File: src/rtl/axrq_pkg.sv
package axrq_pkg;

  localparam logic [1:0] BURST_INCR = 2'b01;

  // Slave error and decode error both have bit 1 set.
  function automatic logic resp_is_err(logic [1:0] code);
    return code[1];
  endfunction

  // Beats in the next burst: bounded by what is left, by the beat limit,
  // and by the room up to the end of the current page.
  function automatic logic [63:0] next_burst(logic [63:0] addr, logic [63:0] left,
                                             logic [63:0] max_b, logic [63:0] page,
                                             logic [63:0] nb);
    logic [63:0] room;
    logic [63:0] b;
    room = (page - (addr % page)) / nb;
    b = left;
    if (b > max_b) b = max_b;
    if (b > room) b = room;
    return b;
  endfunction

  // Beats that cover a span of bytes measured from an aligned address.
  function automatic logic [63:0] span_beats(logic [63:0] span, logic [63:0] nb);
    return (span + nb - 64'd1) / nb;
  endfunction

endpackage

File: src/rtl/axrq_ar_gen.sv
module axrq_ar_gen #(
  parameter int ADDR_W    = 32,
  parameter int BEAT_W    = 33,
  parameter int NB        = 8,
  parameter int MAX_BURST = 256,
  parameter int PAGE      = 4096,
  localparam int LANE_W   = $clog2(NB)
) (
  input  logic              clk,
  input  logic              rst_n,
  input  logic              ld,
  input  logic [ADDR_W-1:0] ld_addr,
  input  logic [BEAT_W-1:0] ld_beats,
  output logic              ar_valid,
  input  logic              ar_ready,
  output logic [ADDR_W-1:0] ar_addr,
  output logic [7:0]        ar_len
);
  import axrq_pkg::*;

  logic [ADDR_W-1:0] addr_q;
  logic [BEAT_W-1:0] left_q;
  logic [BEAT_W-1:0] burst;
  logic              fire;

  assign burst    = BEAT_W'(next_burst(64'(addr_q), 64'(left_q), 64'(MAX_BURST),
                                       64'(PAGE), 64'(NB)));
  assign ar_valid = (left_q != '0);
  assign ar_addr  = addr_q;
  assign ar_len   = 8'(burst - BEAT_W'(1));
  assign fire     = ar_valid && ar_ready;

  always_ff @(posedge clk) begin
    if (!rst_n) begin
      addr_q <= '0;
      left_q <= '0;
    end else if (ld) begin
      addr_q <= ld_addr;
      left_q <= ld_beats;
    end else if (fire) begin
      addr_q <= addr_q + (ADDR_W'(burst) << LANE_W);
      left_q <= left_q - burst;
    end
  end

endmodule

File: src/rtl/axrq_beat_trim.sv
module axrq_beat_trim #(
  parameter int DATA_W  = 64,
  localparam int NB     = DATA_W / 8,
  localparam int LANE_W = $clog2(NB),
  localparam int CNT_W  = LANE_W + 1
) (
  input  logic [DATA_W-1:0] in_data,
  input  logic              first,
  input  logic              last,
  input  logic [LANE_W-1:0] lead,
  input  logic [CNT_W-1:0]  tail,
  output logic [DATA_W-1:0] out_data,
  output logic [CNT_W-1:0]  out_cnt
);
  logic [CNT_W-1:0]  lo;
  logic [CNT_W-1:0]  hi;
  logic [DATA_W-1:0] shifted;

  assign lo      = first ? {1'b0, lead} : '0;
  assign hi      = last ? tail : CNT_W'(NB);
  assign out_cnt = hi - lo;
  assign shifted = in_data >> {lo, 3'b000};

  for (genvar k = 0; k < NB; k++) begin : g_lane
    assign out_data[8*k +: 8] = (CNT_W'(k) < out_cnt) ? shifted[8*k +: 8] : 8'h00;
  end

endmodule

File: src/rtl/axi_rd_requester.sv
module axi_rd_requester #(
  parameter int ADDR_W    = 32,
  parameter int DATA_W    = 64,
  parameter int LEN_W     = 32,
  parameter int MAX_BURST = 256,
  parameter int PAGE      = 4096,
  localparam int NB       = DATA_W / 8,
  localparam int LANE_W   = $clog2(NB),
  localparam int CNT_W    = LANE_W + 1
) (
  input  logic              clk,
  input  logic              rst_n,
  input  logic              base_valid,
  input  logic [ADDR_W-1:0] base_addr,
  input  logic              req_valid,
  output logic              req_ready,
  input  logic [ADDR_W-1:0] req_offset,
  input  logic [LEN_W-1:0]  req_len,
  output logic              ar_valid,
  input  logic              ar_ready,
  output logic [ADDR_W-1:0] ar_addr,
  output logic [7:0]        ar_len,
  output logic [2:0]        ar_size,
  output logic [1:0]        ar_burst,
  input  logic              r_valid,
  output logic              r_ready,
  input  logic [DATA_W-1:0] r_data,
  input  logic [1:0]        r_resp,
  output logic              rsp_valid,
  input  logic              rsp_ready,
  output logic [DATA_W-1:0] rsp_data,
  output logic [CNT_W-1:0]  rsp_len,
  output logic              rsp_last,
  output logic              rsp_err
);
  import axrq_pkg::*;

  localparam int SPAN_W = LEN_W + 2;
  localparam int BEAT_W = LEN_W + 1;

  // Request state
  logic [ADDR_W-1:0] base_q;
  logic              busy_q;
  logic              zlen_q;
  logic              first_q;
  logic              err_q;
  logic [BEAT_W-1:0] left_q;
  logic [LANE_W-1:0] lead_q;
  logic [CNT_W-1:0]  tail_q;

  // Named events
  logic              acc;
  logic              ld;
  logic              beat_fire;
  logic              done;
  logic              last_beat;

  // Request arithmetic
  logic [ADDR_W-1:0] start_addr;
  logic [ADDR_W-1:0] aligned_addr;
  logic [LANE_W-1:0] lead_n;
  logic [SPAN_W-1:0] span_n;
  logic [BEAT_W-1:0] beats_n;
  logic [CNT_W-1:0]  tail_n;

  logic [DATA_W-1:0] trim_data;
  logic [CNT_W-1:0]  trim_cnt;

  assign req_ready    = !busy_q;
  assign acc          = req_valid && req_ready;
  assign ld           = acc && (req_len != '0);
  assign start_addr   = base_q + req_offset;
  assign lead_n       = start_addr[LANE_W-1:0];
  assign aligned_addr = {start_addr[ADDR_W-1:LANE_W], {LANE_W{1'b0}}};
  assign span_n       = SPAN_W'(lead_n) + SPAN_W'(req_len);
  assign beats_n      = BEAT_W'(span_beats(64'(span_n), 64'(NB)));
  assign tail_n       = (span_n[LANE_W-1:0] == '0) ? CNT_W'(NB)
                                                   : {1'b0, span_n[LANE_W-1:0]};

  assign ar_size  = 3'(LANE_W);
  assign ar_burst = BURST_INCR;

  axrq_ar_gen #(
    .ADDR_W(ADDR_W), .BEAT_W(BEAT_W), .NB(NB),
    .MAX_BURST(MAX_BURST), .PAGE(PAGE)
  ) ar_gen_i (
    .clk(clk), .rst_n(rst_n),
    .ld(ld), .ld_addr(aligned_addr), .ld_beats(beats_n),
    .ar_valid(ar_valid), .ar_ready(ar_ready),
    .ar_addr(ar_addr), .ar_len(ar_len)
  );

  assign last_beat = (left_q == BEAT_W'(1));

  axrq_beat_trim #(.DATA_W(DATA_W)) trim_i (
    .in_data(r_data), .first(first_q), .last(last_beat),
    .lead(lead_q), .tail(tail_q),
    .out_data(trim_data), .out_cnt(trim_cnt)
  );

  // Data beats go straight through to the response side.
  assign r_ready   = busy_q && !zlen_q && rsp_ready;
  assign beat_fire = r_valid && r_ready;
  assign rsp_valid = zlen_q || (busy_q && r_valid);
  assign rsp_last  = zlen_q || last_beat;
  assign rsp_data  = zlen_q ? '0 : trim_data;
  assign rsp_len   = zlen_q ? '0 : trim_cnt;
  assign rsp_err   = !zlen_q && (err_q || resp_is_err(r_resp));
  assign done      = rsp_valid && rsp_ready && rsp_last;

  always_ff @(posedge clk) begin
    if (!rst_n) begin
      base_q <= '0;
    end else if (base_valid) begin
      base_q <= base_addr;
    end
  end

  always_ff @(posedge clk) begin
    if (!rst_n) begin
      busy_q  <= 1'b0;
      zlen_q  <= 1'b0;
      first_q <= 1'b0;
      err_q   <= 1'b0;
      left_q  <= '0;
      lead_q  <= '0;
      tail_q  <= '0;
    end else if (acc) begin
      busy_q  <= 1'b1;
      zlen_q  <= (req_len == '0);
      first_q <= 1'b1;
      err_q   <= 1'b0;
      left_q  <= (req_len == '0) ? '0 : beats_n;
      lead_q  <= lead_n;
      tail_q  <= tail_n;
    end else begin
      if (beat_fire) begin
        left_q  <= left_q - BEAT_W'(1);
        first_q <= 1'b0;
        err_q   <= err_q || resp_is_err(r_resp);
      end
      if (done) begin
        busy_q <= 1'b0;
        zlen_q <= 1'b0;
      end
    end
  end

endmodule

File: config.mk
export PLATFORM = sky130hd
export DESIGN_NAME = axi_rd_requester
export DESIGN_NICKNAME = d
export VERILOG_FILES = /design/src/rtl/axrq_pkg.sv /design/src/rtl/axrq_ar_gen.sv /design/src/rtl/axrq_beat_trim.sv /design/src/rtl/axi_rd_requester.sv
export SDC_FILE = /design/constraint.sdc
export NUM_CORES = 1
export LEC_CHECK = 0
export BUFFER_PORTS_ARGS = -buffer_cell sky130_fd_sc_hd__buf_4
export CAP_MARGIN = 20
export CORE_AREA = 2 2 238 240
export CTS_CLUSTER_SIZE = 8
export DETAILED_ROUTE_END_ITERATION = 6
export DIE_AREA = 0 0 240 242
export GPL_ROUTABILITY_DRIVEN = 0
export SLEW_MARGIN = 10
export SYNTH_ARGS = -nofsm -noshare
export SYNTH_HDL_FRONTEND = slang
export SYNTH_HIERARCHICAL = 1
export SYNTH_SLANG_ARGS = --single-unit
export TNS_END_PERCENT = 50
File: constraint.sdc
create_clock -name clk -period 6.6 [get_ports clk]
set_input_delay 1.32 -clock clk [delete_from_list [all_inputs] [get_ports clk]]
set_output_delay 1.32 -clock clk [all_outputs]
set_load 0.005 [all_outputs]
Word-level counts from Yosys, hierarchy flattened. Index checks and enable logic that the tools add are counted.

Bits in writable memories: 0. Bits in latches: 0. Output and inout port bits: 119. Input bits: 169. Bits in read-only memories: 0. Bits in registers: 141. Memories kept: 0. Word-level logic and storage cells: 85.

Multiplexer cells: 27. Order comparisons: 10. Reduce and logical (&&, ||, !) cells: 24. Bitwise logic cells: 1. Div/mod/pow operators: 0. Add/subtract/negate cells: 10. Multipliers: 0. Equality and inequality tests: 1. Shift operators: 1.

Operators with widths (number): 2-to-1 mux 33 bit (7); adder 32 bit (2); 2-to-1 mux 32 bit (2); 2-to-1 mux 64 bit (1); 2-to-1 mux 8 bit (8); right shift 64 x 7 -> 64 bit (1); > comparator 33 x 61 -> 1 bit (1); subtractor 34 x 1 -> 35 bit, second input constant (1); adder 33 x 4 -> 34 bit, second input constant (1); adder 3 x 32 -> 33 bit (1); equality test 33 x 1 -> 1 bit, second input constant (1); > comparator 33 x 9 -> 1 bit, second input constant (1); nonzero test 33 bit (1); subtractor 33 x 1 -> 33 bit, second input constant (1); subtractor 33 bit (1); zero test 32 bit (1); nonzero test 32 bit (1); < comparator 3 x 4 -> 1 bit, first input constant (4); subtractor 13 x 12 -> 14 bit, first input constant (1); 2-to-1 mux 4 bit (3); logical AND 1 bit (10); < comparator 1 x 4 -> 1 bit, first input constant (2); < comparator 2 x 4 -> 1 bit, first input constant (2); subtractor 8 x 1 -> 8 bit, second input constant (1); 9 further kinds (19).

Longest topological paths before layout.
Depth after elaboration: 7. Depth in mapped cells: 27. Gate-level depth less buffers: 25.

Hierarchy. Netlist, hierarchy kept.

Modules (own cells, without submodules): axi_rd_requester (area an instance 7158.1 sq um, instances 1, seq. area each 1521.5 sq um, cells an instance 933); axrq_ar_gen (area an instance 6698.9 sq um, instances 1, seq. area each 1301.2 sq um, cells an instance 886); axrq_beat_trim (area an instance 2075.7 sq um, instances 1, seq. area each 0.0 sq um, cells an instance 362).

Least setup slack after synthesis. OpenSTA, ideal clock, no wires.

Path kind: register -> register. Start point: register ar_gen_i.addr_q[3] (netlist: ar_gen_i/ar_addr[3]). End point: register ar_gen_i.left_q[31]. Path slack: 0.720 ns. Arrival time: 5.794 ns. Path buffers: 2. Stages on the path, launching flop included: 26. Library setup time: 0.086 ns. Clock period less this slack: 5.880 ns. Required time: 6.514 ns. Cell sequence: dfxtp_1 -> or4_4 -> or3_1 -> buf_2 -> nor3_4 -> nand2b_2 -> o21a_1 -> nor2_2 -> inv_1 -> ha_1 -> nand4_1 -> a211o_1 -> a21oi_2 -> buf_2 -> mux2_2 -> inv_1 -> ha_1 -> nor2b_1 -> o31a_1 -> o21ai_2 -> a2111oi_4 -> o21ai_0 -> a21o_1 -> a211oi_1 -> mux2_2 -> a211oi_1.

Word-level cells in the longest chain between the ends: 6.

RTL lines: start, declared (RTL line axrq_ar_gen.sv:21) `logic [ADDR_W-1:0] addr_q;`; start signal, assigned (RTL line axrq_ar_gen.sv:38) `addr_q <= ld_addr;`; start signal, assigned (RTL line axrq_ar_gen.sv:41) `addr_q <= addr_q + (ADDR_W'(burst) << LANE_W);`; subtractor 13 x 12 -> 14 bit * (RTL line axrq_pkg.sv:17) `room = (page - (addr % page)) / nb;`; > comparator 33 x 61 -> 1 bit (RTL line axrq_pkg.sv:20) `if (b > room) b = room;`; 2-to-1 mux 33 bit * (RTL line axrq_pkg.sv:20); subtractor 33 bit * (RTL line axrq_ar_gen.sv:42) `left_q <= left_q - burst;`; 2-to-1 mux 33 bit * (RTL line axrq_ar_gen.sv:40) `end else if (fire) begin`; 2-to-1 mux 33 bit * (RTL line axrq_ar_gen.sv:37) `end else if (ld) begin`; end signal, assigned (RTL line axrq_ar_gen.sv:39) `left_q <= ld_beats;`; end signal, assigned (RTL line axrq_ar_gen.sv:42); end, declared (RTL line axrq_ar_gen.sv:22) `logic [BEAT_W-1:0] left_q;`.

Mark *: on every way between the ends. The rest lies on a longest branch, timed or not. The select of a mux whose other input is x is not followed. A chain may end at the register's enable or synchronous reset.

Worst setup path in the final report.
Start point: register ar_gen_i.addr_q[3] (netlist: ar_gen_i/ar_addr[3]). End point: output ar_len[6].

Word-level cells in the longest chain between the ends: 4.

RTL lines: subtractor 13 x 12 -> 14 bit * (RTL line axrq_pkg.sv:17); > comparator 33 x 61 -> 1 bit (RTL line axrq_pkg.sv:20); 2-to-1 mux 33 bit * (RTL line axrq_pkg.sv:20); subtractor 8 x 1 -> 8 bit * (RTL line axrq_ar_gen.sv:30) `assign ar_len = 8'(burst - BEAT_W'(1));`; end, declared (RTL line axi_rd_requester.sv:22) `output logic [7:0] ar_len,`.

Mark *: on every way between the ends. The rest lies on a longest branch, timed or not.

==> flow_summary.json <==
{
  "p_total_mw": 4.19,
  "powerDensity_nw_per_um2": 216,
  "grt_max_degree": 92,
  "reg2reg_depth": 23,
  "drc_errors": 0,
  "cts.clk_slew.worst_paths_ns": 0.07,
  "crit_fanout": 6,
  "holdBufCountCts": 0,
  "grt_pass1_wl_um": 88200,
  "slew_viol_final": 0,
  "final_cell_mix": "305 x buf_4, 283 x nand2_1, 192 x nor2_1, 162 x a21oi_1, 140 x dfxtp_1",
  "finalHoldViolCount": 0,
  "synth.largest_area_cell": "dfxtp_1",
  "postSynthCellCount": 2181,
  "die_y_um": 242,
  "slew_headroom_pct": 33.7,
  "globalRouteTotalUtil_pct": 18.8,
  "fin_util_pct": 34.9,
  "cp.arrival_ns": 5.00,
  "status": "finished, final reports clean",
  "fmax_mhz": 158,
  "first_pass_iters": 5,
  "ios": 288,
  "wirelength_um": 56900,
  "clkLatencyLatePin_ns": 0.44,
  "core_um2": 55700,
  "synth_top_cells_by_area": "dfxtp_1 18%, ha_1 8.6%, nand2_1 6.7%",
  "setup_violations": 0,
  "ir_drop_mv": 0.128,
  "worst_ep_required_time_ns": 5.28,
  "cts.path.max_buffers": 2,
  "p_leak_nw": 8.66,
  "overflow": 0,
  "layout_commonest_cell": "buf_4",
  "startpoint_type": "flop",
  "synth-seq-cells": 141,
  "critical_path.endpoint_type": "output pin",
  "row_count": 87,
  "ctsHtreeMaxLevel": 4,
  "start_util_pct": 28.6,
  "post-route-period-util_pct": 95.8,
  "r2r-start": "ar_gen_i/ar_addr[3]",
  "area_growth_pct": 22.1,
  "synth_edf_count": 0,
  "fin_nets": 2718,
  "syn-cell-area_um2": 15900,
  "portBuffers": 281,
  "setup_ws_ns": 0.279,
  "ys_warn_count": 6,
  "min_path_cells": 2,
  "synth_seq_area_share_pct": 17.7,
  "die_width_um": 240,
  "dp_hpwl_um": 44400,
  "tightest_slew_ns": 0.989,
  "clock-root-buffer": "clkbuf_16",
  "async_reset_ff_share_pct": 0,
  "wire_per_inst_um": 17.8,
  "yosys.area.top_type_share_pct": 17.7,
  "die_area_um2": 58100,
  "grt_pass1_vias": 16200,
  "antenna_found_initial": 2,
  "min_period_ns": 6.32,
  "drive_above_1_share_pct": 17.2,
  "cts_tree": "built",
  "min_from": "tail_q[2]",
  "crit_type": "flop to output pin",
  "cts-buffers-inserted": 17,
  "worstSetupStartpoint": "ar_gen_i/ar_addr[3]",
  "cts_setup_buffers": 0,
  "holdCritPathClass": "flop to flop",
  "cts.sink_count": 141,
  "ant_nets": 0,
  "reg2reg_slack_ns": 0.34,
  "vias": 17100,
  "synth_top_flop_cell": "dfxtp_1",
  "dp_slack_ns": 0.315,
  "syn_area_per_cell_um2": 7.31,
  "cts.repair.resized": 0,
  "skew_ns": 0.0159,
  "max-cap-violations": 0,
  "synth_cell_types": 108,
  "first_iter_violations": 1262,
  "avgViaCountPerCell": 5.33
}
-- path summary, 6_finish.rpt --
check | end
worst max-delay path | ar_len[6]
worst min-delay path | tail_q[2]
worst max register to register | ar_gen_i/left_q[20]
worst min register to register | tail_q[2]
-- where the power goes --
part           switching, mW  internal (mW)  total, mW
Combinational           1.21          0.974       2.19
Sequential             0.109          0.946       1.05
Clock                  0.445          0.505      0.950
Total                   1.77           2.42       4.19
-- flip-flops by register name, summed over array words and instances (netlist names) --
signal	cells
first_q	1
busy_q	1
lead_q	3
base_q	32
err_q	1
zlen_q	1
left_q	33
ar_gen_i/ar_addr	32
tail_q	4
ar_gen_i/left_q	33
-- through the flow --
step | std cells | TNS [ns] | area [um^2] | hold WS [ns]
after floorplan | 2229 | 0 | 16100 | 0.437
final | 3205 | 0 | 19400 | 0.471
after CTS | 3204 | 0 | 19400 | 0.473
after global routing | 3205 | -0.456 | 19400 | 0.512
after global placement | 3172 | 0 | 18800 | 0.454
after detailed placement | 3172 | 0 | 18800 | 0.463
-- routing by layer --
layer / GRT usage, % / vias up / share of wire (%)
met5: 0 / - / 0.014
met1: 23.4 / 8062 / 42
met3: 3.57 / 103 / 6.3
li1: - / 8366 / -
met4: 7.54 / 2 / 4.1
met2: 31.6 / 552 / 47
-- critical path, stage by stage (launching register included) --
cell	delay [ns]
dfxtp_1	0.36
or4_4	0.56
or3_1	0.44
nor3_4	0.23
nand2b_2	0.15
o21a_1	0.20
nor2_2	0.16
inv_1	0.07
ha_1	0.31
nand4_1	0.16
a211o_1	0.30
a21oi_4	0.21
mux2_2	0.41
inv_1	0.15
ha_1	0.21
and3_1	0.21
nand3_2	0.09
xnor2_1	0.20
buf_4	0.15
-- Yosys cell counts, types with 20 or more instances --
master	instances
a31oi_1	22
nand2_1	284
xnor2_1	92
a21o_1	41
nand4_1	24
nand3_1	74
and3_1	31
nor2b_1	120
mux2i_1	91
nor2_1	193
a32oi_1	20
nor3_1	38
ha_1	110
xor2_1	44
clkbuf_1	75
dfxtp_1	141
nor4_1	29
inv_1	50
and2_1	24
o21ai_0	113
buf_2	26
a211oi_1	39
a21oi_1	162
-- cells by family (layout without fill, tap and decap cells) --
| logic type | count (synthesis) | after routing | share of synthesized area (%) |
|---|---|---|---|
| AOI/OAI and AO/OA | 596 | 596 | 25.5 |
| xor gates and xnor gates | 138 | 138 | 7.68 |
| adders and majority gates | 114 | 114 | 9.14 |
| buffers and inverters | 175 | 394 | 4.61 |
| DFF | 141 | 141 | 17.7 |
| muxes | 100 | 100 | 6.49 |
| other | 4 | 53 | 0.0942 |
| and+or+nand+nor | 913 | 913 | 28.7 |
-- cell type report --
| class | instances | area [um^2] |
|---|---|---|
| Fill cell | 5978 | 36300 |
| Multi-Input combinational cell | 1913 | 12600 |
| Sequential cell | 141 | 2820 |
| Timing Repair Buffer | 305 | 2290 |
| Tap cell | 756 | 946 |
| Clock buffer | 18 | 439 |
| Inverter | 57 | 214 |
| Clock inverter | 14 | 123 |
| Antenna cell | 1 | 2.50 |
No activity file was read; power rests on OpenSTA's default activity.
